===== config.mk =====
export PLATFORM = sky130hd
export DESIGN_NAME = dma_cycle_seq
export DESIGN_NICKNAME = d
export VERILOG_FILES = /design/src/rtl/dma_seq_pkg.sv /design/src/rtl/dma_seq_fsm.sv /design/src/rtl/dma_seq_addr.sv /design/src/rtl/dma_seq_drive.sv /design/src/rtl/dma_cycle_seq.sv
export SDC_FILE = /design/constraint.sdc
export NUM_CORES = 1
export LEC_CHECK = 0
export CORE_MARGIN = 2
export CORE_UTILIZATION = 31
export CTS_CLUSTER_SIZE = 8
export DETAILED_ROUTE_END_ITERATION = 10
export DONT_BUFFER_PORTS = 1
export GPL_ROUTABILITY_DRIVEN = 0
export PLACE_DENSITY = 0.48
export RECOVER_POWER = 25
export SLEW_MARGIN = 25
export SYNTH_ARGS = -nofsm -noshare
export SYNTH_HDL_FRONTEND = slang
export SYNTH_SLANG_ARGS = --single-unit

===== constraint.sdc =====
create_clock -name clk -period 3.7 [get_ports clk]
set_input_delay 0.185 -clock clk [delete_from_list [all_inputs] [get_ports clk]]
set_output_delay 0.185 -clock clk [all_outputs]
set_load 0.005 [all_outputs]

===== src/rtl/dma_seq_pkg.sv =====
package dma_seq_pkg;
  typedef enum logic [1:0] {ST_IDLE, ST_HOLD, ST_ADDR, ST_STRB} seq_state_e;
  typedef enum logic [1:0] {XF_NONE, XF_M2IO, XF_IO2M, XF_M2M} xfer_mode_e;
endpackage


===== src/rtl/dma_seq_fsm.sv =====
module dma_seq_fsm
  import dma_seq_pkg::*;
#(
  parameter int NCH = 4,
  localparam int CW = $clog2(NCH)
) (
  input  logic            clk,
  input  logic            rst,
  input  logic            svc_req,
  input  logic [CW-1:0]   svc_chan,
  input  logic [1:0]      svc_mode,
  input  logic            hold_ack,
  input  logic            rdy,
  input  logic            eop_in_n,
  input  logic            last_byte,
  output seq_state_e      state,
  output xfer_mode_e      mode_q,
  output logic [CW-1:0]   chan_q,
  output logic            wr_phase,
  output logic            tc_flag,
  output logic            load,
  output logic            capture,
  output logic            byte_done
);
  logic start, strobe_done;

  assign start       = (state == ST_IDLE) && svc_req && (svc_mode != 2'd0);
  assign load        = start;
  assign strobe_done = (state == ST_STRB) && eop_in_n && rdy;
  assign capture     = strobe_done && (mode_q == XF_M2M) && !wr_phase;
  assign byte_done   = strobe_done && !capture;

  always_ff @(posedge clk) begin
    if (rst) begin
      state    <= ST_IDLE;
      mode_q   <= XF_NONE;
      chan_q   <= '0;
      wr_phase <= 1'b0;
      tc_flag  <= 1'b0;
    end else begin
      tc_flag <= 1'b0;
      unique case (state)
        ST_IDLE: if (start) begin
          state    <= ST_HOLD;
          mode_q   <= xfer_mode_e'(svc_mode);
          chan_q   <= svc_chan;
          wr_phase <= 1'b0;
        end
        ST_HOLD: if (hold_ack) state <= ST_ADDR;
        ST_ADDR: state <= eop_in_n ? ST_STRB : ST_IDLE;
        ST_STRB: begin
          if (!eop_in_n) begin
            state <= ST_IDLE;
          end else if (rdy) begin
            if (capture) begin
              wr_phase <= 1'b1;
              state    <= ST_ADDR;
            end else begin
              wr_phase <= 1'b0;
              if (last_byte) begin
                state   <= ST_IDLE;
                tc_flag <= 1'b1;
              end else begin
                state <= ST_ADDR;
              end
            end
          end
        end
        default: state <= ST_IDLE;
      endcase
    end
  end
endmodule


===== src/rtl/dma_seq_addr.sv =====
module dma_seq_addr #(
  parameter int AW = 16,
  parameter int LW = AW / 2,
  localparam int HW = AW - LW
) (
  input  logic          clk,
  input  logic          rst,
  input  logic          load,
  input  logic [AW-1:0] base_addr,
  input  logic [AW-1:0] dest_addr,
  input  logic [AW-1:0] xfer_len,
  input  logic          addr_dec,
  input  logic          byte_done,
  input  logic          in_addr,
  input  logic          use_dest,
  output logic [AW-1:0] cur_addr,
  output logic          last_byte,
  output logic          adstb
);
  logic [AW-1:0] base_q, dest_q, rem_q;
  logic          dec_q, upv_q;
  logic [HW-1:0] up_q;
  logic          hi_differs;

  function automatic logic [AW-1:0] stepped(input logic [AW-1:0] a, input logic dn);
    return dn ? a - AW'(1) : a + AW'(1);
  endfunction

  assign cur_addr   = use_dest ? dest_q : base_q;
  assign last_byte  = (rem_q == '0);
  assign hi_differs = !upv_q || (cur_addr[AW-1:LW] != up_q);
  assign adstb      = in_addr && hi_differs;

  always_ff @(posedge clk) begin
    if (rst) begin
      base_q <= '0;
      dest_q <= '0;
      rem_q  <= '0;
      dec_q  <= 1'b0;
      upv_q  <= 1'b0;
      up_q   <= '0;
    end else if (load) begin
      base_q <= base_addr;
      dest_q <= dest_addr;
      rem_q  <= xfer_len;
      dec_q  <= addr_dec;
      upv_q  <= 1'b0;
    end else begin
      if (adstb) begin
        up_q  <= cur_addr[AW-1:LW];
        upv_q <= 1'b1;
      end
      if (byte_done && !last_byte) begin
        rem_q  <= rem_q - AW'(1);
        base_q <= stepped(base_q, dec_q);
        dest_q <= stepped(dest_q, dec_q);
      end
    end
  end
endmodule


===== src/rtl/dma_seq_drive.sv =====
module dma_seq_drive
  import dma_seq_pkg::*;
#(
  parameter int NCH = 4,
  parameter int AW  = 16,
  parameter int LW  = AW / 2,
  parameter int DW  = 8,
  localparam int CW = $clog2(NCH)
) (
  input  logic            clk,
  input  logic            rst,
  input  seq_state_e      state,
  input  xfer_mode_e      mode_q,
  input  logic [CW-1:0]   chan_q,
  input  logic            wr_phase,
  input  logic            capture,
  input  logic            tc_flag,
  input  logic [DW-1:0]   data_in,
  input  logic [AW-1:0]   cur_addr,
  input  logic            adstb_in,
  output logic            hold_req,
  output logic            aen,
  output logic            adstb,
  output logic            addr_oe,
  output logic [LW-1:0]   addr_lo,
  output logic            data_oe,
  output logic [DW-1:0]   data_out,
  output logic            memr_n,
  output logic            memw_n,
  output logic            ior_n,
  output logic            iow_n,
  output logic [NCH-1:0]  dack,
  output logic            tc_n
);
  logic [DW-1:0] temp_q;
  logic active, strobing, m2m_wr, dack_en;

  always_ff @(posedge clk) begin
    if (rst)          temp_q <= '0;
    else if (capture) temp_q <= data_in;
  end

  assign active   = (state == ST_ADDR) || (state == ST_STRB);
  assign strobing = (state == ST_STRB);
  assign m2m_wr   = strobing && (mode_q == XF_M2M) && wr_phase;
  assign dack_en  = active && (mode_q != XF_M2M);

  assign hold_req = (state != ST_IDLE);
  assign aen      = active;
  assign addr_oe  = active;
  assign adstb    = adstb_in;
  assign addr_lo  = active ? cur_addr[LW-1:0] : '0;
  assign data_oe  = adstb_in || m2m_wr;
  assign data_out = adstb_in ? DW'(cur_addr[AW-1:LW]) : (m2m_wr ? temp_q : '0);
  assign memr_n   = !(strobing && ((mode_q == XF_M2IO) || ((mode_q == XF_M2M) && !wr_phase)));
  assign memw_n   = !(strobing && ((mode_q == XF_IO2M) || m2m_wr));
  assign ior_n    = !(strobing && (mode_q == XF_IO2M));
  assign iow_n    = !(strobing && (mode_q == XF_M2IO));
  assign tc_n     = !tc_flag;

  for (genvar g = 0; g < NCH; g++) begin : g_dack
    assign dack[g] = dack_en && (chan_q == CW'(g));
  end
endmodule


===== src/rtl/dma_cycle_seq.sv =====
module dma_cycle_seq
  import dma_seq_pkg::*;
#(
  parameter int NCH = 4,
  parameter int AW  = 16,
  parameter int DW  = 8,
  localparam int CW = $clog2(NCH),
  localparam int LW = AW / 2
) (
  input  logic           clk,
  input  logic           rst,
  input  logic           svc_req,
  input  logic [CW-1:0]  svc_chan,
  input  logic [1:0]     svc_mode,
  input  logic           addr_dec,
  input  logic [AW-1:0]  base_addr,
  input  logic [AW-1:0]  dest_addr,
  input  logic [AW-1:0]  xfer_len,
  input  logic           hold_ack,
  input  logic           rdy,
  input  logic           eop_in_n,
  input  logic [DW-1:0]  data_in,
  output logic           hold_req,
  output logic           aen,
  output logic           adstb,
  output logic           addr_oe,
  output logic [LW-1:0]  addr_lo,
  output logic           data_oe,
  output logic [DW-1:0]  data_out,
  output logic           memr_n,
  output logic           memw_n,
  output logic           ior_n,
  output logic           iow_n,
  output logic [NCH-1:0] dack,
  output logic           tc_n
);
  seq_state_e    state;
  xfer_mode_e    mode_q;
  logic [CW-1:0] chan_q;
  logic          wr_phase, tc_flag, load, capture, byte_done, last_byte, adstb_w;
  logic [AW-1:0] cur_addr;

  dma_seq_fsm #(.NCH(NCH)) u_fsm (
    .clk(clk), .rst(rst), .svc_req(svc_req), .svc_chan(svc_chan), .svc_mode(svc_mode),
    .hold_ack(hold_ack), .rdy(rdy), .eop_in_n(eop_in_n), .last_byte(last_byte),
    .state(state), .mode_q(mode_q), .chan_q(chan_q), .wr_phase(wr_phase),
    .tc_flag(tc_flag), .load(load), .capture(capture), .byte_done(byte_done)
  );

  dma_seq_addr #(.AW(AW), .LW(LW)) u_addr (
    .clk(clk), .rst(rst), .load(load), .base_addr(base_addr), .dest_addr(dest_addr),
    .xfer_len(xfer_len), .addr_dec(addr_dec), .byte_done(byte_done),
    .in_addr(state == ST_ADDR), .use_dest((mode_q == XF_M2M) && wr_phase),
    .cur_addr(cur_addr), .last_byte(last_byte), .adstb(adstb_w)
  );

  dma_seq_drive #(.NCH(NCH), .AW(AW), .LW(LW), .DW(DW)) u_drive (
    .clk(clk), .rst(rst), .state(state), .mode_q(mode_q), .chan_q(chan_q),
    .wr_phase(wr_phase), .capture(capture), .tc_flag(tc_flag), .data_in(data_in),
    .cur_addr(cur_addr), .adstb_in(adstb_w), .hold_req(hold_req), .aen(aen),
    .adstb(adstb), .addr_oe(addr_oe), .addr_lo(addr_lo), .data_oe(data_oe),
    .data_out(data_out), .memr_n(memr_n), .memw_n(memw_n), .ior_n(ior_n),
    .iow_n(iow_n), .dack(dack), .tc_n(tc_n)
  );
endmodule


==> flow_metrics.tcl, run 1 <==
set metrics [dict create \
    power-per-cell-area_mw_per_mm2 399 \
    cts_tree "done" \
    maxCapViolations 0 \
    status "finished, final reports clean" \
    cts_buffers 9 \
    ant_nets 0 \
    clkSlewWorstSetupHoldPaths_ns 0.06 \
    hold_viol 0 \
    dp_slack_ns 0.799 \
    avgSynthCellArea_um2 7.84 \
    syn_inst 663 \
    mostFrequentLayoutCells "nand2_1, nor2_1, dfxtp_1" \
    syn_to_final_growth_pct 12.7 \
    clock_skew_ns 0.00773 \
    ir_drop_v 0.000206 \
    cp_num_buf_inv 2 \
    rsz0062_at_grt "false" \
    coreArea_mm2 0.0165 \
    grt_max_degree 73 \
    seq_area_frac_synth_pct 28.5 \
    worst_skew_pair.late_latency_ns 0.35 \
    via_per_inst 5.48 \
    yosysUniqueCellTypes 62 \
    critPathRequiredTime_ns 3.94 \
    final_common_cell "nand2_1" \
    yosysWarnings 0 \
    antenna_found_initial 0 \
    arrival_ns 3.57 \
    fin_tns_setup_ns 0 \
    worstPathMaxFanout 14 \
    syn-cell-area_mm2 0.00519 \
    async_flop_share_pct 0 \
    hold_class "input port to register" \
    crit_path_start_kind "register" \
    drive_gt1_share_pct 6.55 \
    synth-seq-cells 74 \
    fmax_ghz 0.300 \
    initial_core_util_pct 31.6 \
    syn_nets 762 \
    clock_sinks 74 \
    num_vias 4884 \
    rows 47 \
    ctsResizeCount 0 \
    dieArea_mm2 0.0178 \
    cts_buffer_depth 2 \
    post_cts_buffers 0 \
    critPathCaptureType "register" \
    diodes 0 \
    grt_pass1_wl_um 25000 \
    grt_overflow_total 0 \
    fin_ws_ns 0.366 \
    p_leak_nw 2.07 \
    portBuffers 0 \
    dr.first_iter.drc_count 274 \
    critPathSlowestCell "dfxtp_1" \
    root_buffer "clkbuf_16" \
    grt_usage_pct 17.7 \
    nFillCells 1721 \
    period_needed_ns 3.33 \
    wl_per_cell_um 17.6 \
    synth_ff_type "dfxtp_1" \
    drc 0 \
    first_pass_iters 5 \
    crit_type "register to register" \
    dpl.hpwl_um 11400 \
    h-tree-depth 3 \
    ios 97 \
    nets 766 \
    grt_pass1_vias 4688 \
    wirelength_um 15700 \
    maxSlewHeadroom_pct 31.2 \
    max_stage_delay_ns 0.70 \
    die_x_um 133 \
    slew_viol_final 0 \
    worst_slew_pin_slew_ns 1.03 \
    synth_edf_count 0 \
    fp.dieH_um 133 \
    crit_family "compound AO/OA/AOI/OAI gates" \
    path_cells "buf_4 > ha_1 > a21o_1 > a21oi_1 > o21ai_0 > a2111oi_0 > o21bai_1 > nand3_1 > a31oi_1 > dlygate4sd3_1" \
    fin_crit_sh_pct 90.1 \
    setup_violations 0 \
]
## metal layers
| layer | global-route usage [%] | wire (um) |
|---|---|---|
| met5 | 0 | 0 |
| met4 | 5.08 | 204 |
| met3 | 4.26 | 848 |
| met2 | 28.0 | 7100 |
| met1 | 24.1 | 7530 |
## worst paths after layout
check	end	slack [ns]	cells past startpoint	start
setup / recovery	u_addr.dest_q[12]	0.37	10	u_addr.dec_q
hold / removal	u_drive.temp_q[1]	0.01	2	data_in[1]
setup reg to reg	u_addr.dest_q[12]	0.37	10	u_addr.dec_q
hold reg to reg	u_fsm.chan_q[1]	0.49	2	u_fsm.chan_q[1]
## sequential cells by signal, summed over array words and instances, names as in the netlist
| register | flops |
|---|---|
| u_fsm.tc_flag | 1 |
| u_addr.dest_q | 16 |
| u_fsm.chan_q | 2 |
| u_addr.base_q | 16 |
| u_addr.up_q | 8 |
| u_fsm.state | 2 |
| u_addr.rem_q | 16 |
| u_addr.dec_q | 1 |
| u_addr.upv_q | 1 |
| u_fsm.wr_phase | 1 |
| u_fsm.mode_q | 2 |
| u_drive.temp_q | 8 |
## per-stage QoR
stage	hold WS, ns	std cells	area [um2]	utilization [%]	power (mW)
after detailed placement	0.266	855	5320	32.3	1.38
after floorplan	0.321	663	5190	-	1.28
final	0.0112	892	5860	35.6	2.34
after global routing	0.00588	892	5860	35.6	2.46
after global placement	0.263	855	5320	32.3	1.37
after CTS	0.00147	892	5870	35.6	2.37
## cell usage after synthesis (10+ instances only)
cell type | number | area share (%)
a21oi_1 | 44 | 4.2
a211oi_1 | 33 | 4.8
o21ai_0 | 35 | 3.4
a21o_1 | 10 | 1.4
nand2_1 | 91 | 6.6
ha_1 | 30 | 7.2
inv_1 | 16 | 1.2
dfxtp_1 | 74 | 29
xnor2_1 | 20 | 3.4
nor3_1 | 16 | 1.5
nor2_1 | 88 | 6.4
clkbuf_1 | 20 | 1.4
nand3_1 | 14 | 1.3
mux2i_1 | 18 | 3.5
xor2_1 | 16 | 2.7
## area by class of cell
type / instances / area [um2] / area share [%]
multi-input cells: 534 / 3420 / 58.5
flip-flops and latches: 74 / 1480 / 25.3
well taps: 220 / 275 / 4.70
repair buffers: 32 / 299 / 5.11
clock inverters: 3 / 46.3 / 0.790
inverters: 16 / 60.1 / 1.03
clock buffers: 13 / 270 / 4.61
## power by group
| group | internal, mW | total (mW) | switching [mW] |
|---|---|---|---|
| Sequential | 0.854 | 0.927 | 0.0722 |
| Combinational | 0.191 | 0.471 | 0.280 |
| Clock | 0.579 | 0.942 | 0.363 |
| Total | 1.62 | 2.34 | 0.715 |
## logic make-up (layout without fill, tap and decap cells)
kind of cell | after synthesis | after routing | synth area share (%)
compound gates | 196 | 196 | 26.3
xor+xnor | 36 | 36 | 6.07
fa+ha+maj | 32 | 32 | 8.00
buf+inv | 55 | 64 | 5.78
flops | 74 | 74 | 28.5
mux | 18 | 18 | 3.47
simple gates | 252 | 252 | 21.8
## repair_timing
item,4_1_cts,5_1_grt
hold endpoints to repair,72,0
hold buffers,21,0
setup endpoints to repair,0,0
Power figures use the tool's default switching activity.
==> run 2, diff against run 1 <==
- BUFFER_PORTS_ARGS: not set -> -buffer_cell sky130_fd_sc_hd__buf_2
- DONT_BUFFER_PORTS: 1 -> not set
- PLACE_DENSITY: 0.48 -> 0.53
==> run 2 against run 1 <==
Worst setup slack better by 0.13 ns; critical path depth shrank 2; fmax up 3.9%; sequential power shrank 0.5%; die area stayed put; sequential share of layout area decreased by 0.99 points; final area rose by 4.1%; flip-flop and latch count unchanged; largest power group is now sequential cells; global-route usage shrank 0.091 points; clock-buffer cell count is 1 lower; largest cell class unchanged; combinational power is 4.5% higher; critical path type is now register to output pin.
==> flow_metrics.tcl, run 2 (same netlist as run 1, synthesis figures left out) <==
set metrics [dict create \
    worst_slew_pin_slew_ns 1.34 \
    grt_max_degree 66 \
    power-per-cell-area_mw_per_mm2 383 \
    slew_viol_final 0 \
    arrival_ns 3.02 \
    ant_nets 0 \
    critPathCaptureType "output pin" \
    hold_viol 0 \
    clkSlewWorstSetupHoldPaths_ns 0.06 \
    dieArea_mm2 0.0178 \
    hold_class "input port to register" \
    fmax_ghz 0.312 \
    dpl.hpwl_um 11200 \
    antenna_found_initial 0 \
    rows 47 \
    fin_crit_sh_pct 86.7 \
    cts_buffer_depth 2 \
    final_common_cell "nand2_1" \
    drc 0 \
    mostFrequentLayoutCells "nand2_1, nor2_1, buf_2" \
    ctsHoldBuffers 0 \
    die_x_um 133 \
    crit_path_start_kind "register" \
    cts_buffers 9 \
    p_leak_nw 2.36 \
    critPathRequiredTime_ns 3.51 \
    clock_skew_ns 0.00783 \
    syn_to_final_growth_pct 17.3 \
    h-tree-depth 3 \
    wirelength_um 15200 \
    status "finished, final reports clean" \
    period_needed_ns 3.21 \
    drive_gt1_share_pct 17.8 \
    portBuffers 96 \
    diodes 0 \
    cts_tree "done" \
    holdWs_ns 0.0694 \
    grt_overflow_total 0 \
    worstPathMaxFanout 17 \
    num_vias 4969 \
    critPathSlowestCell "o31a_1" \
    max_stage_delay_ns 0.54 \
    via_per_inst 5.13 \
    setup_violations 0 \
    fp.dieH_um 133 \
    path_cells "nand3_1 > mux2i_1 > xor2_1 > nand4_1 > o31a_1 > inv_1 > o21ai_0 > buf_2" \
    crit_type "register to output pin" \
    wl_per_cell_um 15.7 \
    first_pass_iters 5 \
    grt_pass1_wl_um 24900 \
    initial_core_util_pct 31.6 \
    grt_usage_pct 17.6 \
    clock_sinks 74 \
    maxCapViolations 0 \
    dr.first_iter.drc_count 339 \
    nets 842 \
    worst_skew_pair.late_latency_ns 0.35 \
    ir_drop_v 0.000234 \
    root_buffer "clkbuf_16" \
    reg.largest.list "u_addr.base_q (16), u_addr.dest_q (16), u_addr.rem_q (16)" \
    post_cts_buffers 0 \
    fin_tns_setup_ns 0 \
    grt_pass1_vias 4829 \
    maxSlewHeadroom_pct 10.8 \
    ios 97 \
    ctsResizeCount 0 \
    rsz0062_at_grt "false" \
    coreArea_mm2 0.0165 \
    nFillCells 1767 \
]
[run 2: changes by cell type in the layout (fill, tap and decap cells not counted)]
cell           before  now
buf_2               0   88
dlygate4sd3_1      20    0
clkbuf_1            4   11
clkbuf_2            0    2
buf_16              1    0
clkbuf_8            3    2
clkinv_2            0    1
clkinv_4            1    0
clkinvlp_4          1    2
[run 2: worst max-delay path: cells and delay by family (launching register included)]
kind                   cells  cell delay, ns
buffers and inverters      2            0.35
multiplexers               1            0.52
AND/OR/NAND/NOR            2            0.52
XOR/XNOR                   1            0.12
flip-flops                 1            0.42
AO/OA/AOI/OAI              2            0.74
[run 2: final timing paths]
kind / depth (start not counted) / startpoint / slack [ns] / endpoint
hold / removal: 3 / svc_chan[0] / 0.07 / u_fsm.chan_q[0]
hold reg to reg: 2 / u_drive.temp_q[5] / 0.49 / u_drive.temp_q[5]
setup / recovery: 8 / u_fsm.wr_phase / 0.49 / data_out[4]
setup reg to reg: 7 / u_fsm.state[1] / 0.87 / u_addr.rem_q[7]
[run 2: routing by layer]
layer | global-route usage [%] | share of wire (%)
met4 | 5.50 | 1.3
met3 | 2.47 | 4.0
met1 | 25.7 | 52
met2 | 26.9 | 42
met5 | 0 | 0
[run 2: layout make-up]
class,instances,area (um2),share of cell area [%]
repair buffers,108,548,8.99
clock inverters,4,50.0,0.821
flip-flops and latches,74,1480,24.3
inverters,16,60.1,0.985
multi-input cells,534,3420,56.2
well taps,220,275,4.52
clock buffers,12,256,4.21
[run 2: power breakdown]
group / total, mW / switching [mW] / internal [mW]
registers: 0.922 / 0.0670 / 0.855
clock network: 0.919 / 0.360 / 0.558
logic: 0.492 / 0.288 / 0.204
[run 2: through the flow]
stage | util, % | area (um2) | instances | total power, mW | setup WS [ns]
final | 37.0 | 6100 | 968 | 2.33 | 0.492
after global placement | 35.3 | 5810 | 952 | 1.43 | 0.936
after floorplan | - | 5190 | 663 | 1.28 | 0.788
after detailed placement | 35.3 | 5810 | 952 | 1.43 | 0.850
after global routing | 37.0 | 6100 | 968 | 2.47 | 0.145
after CTS | 37.2 | 6120 | 968 | 2.37 | 0.477
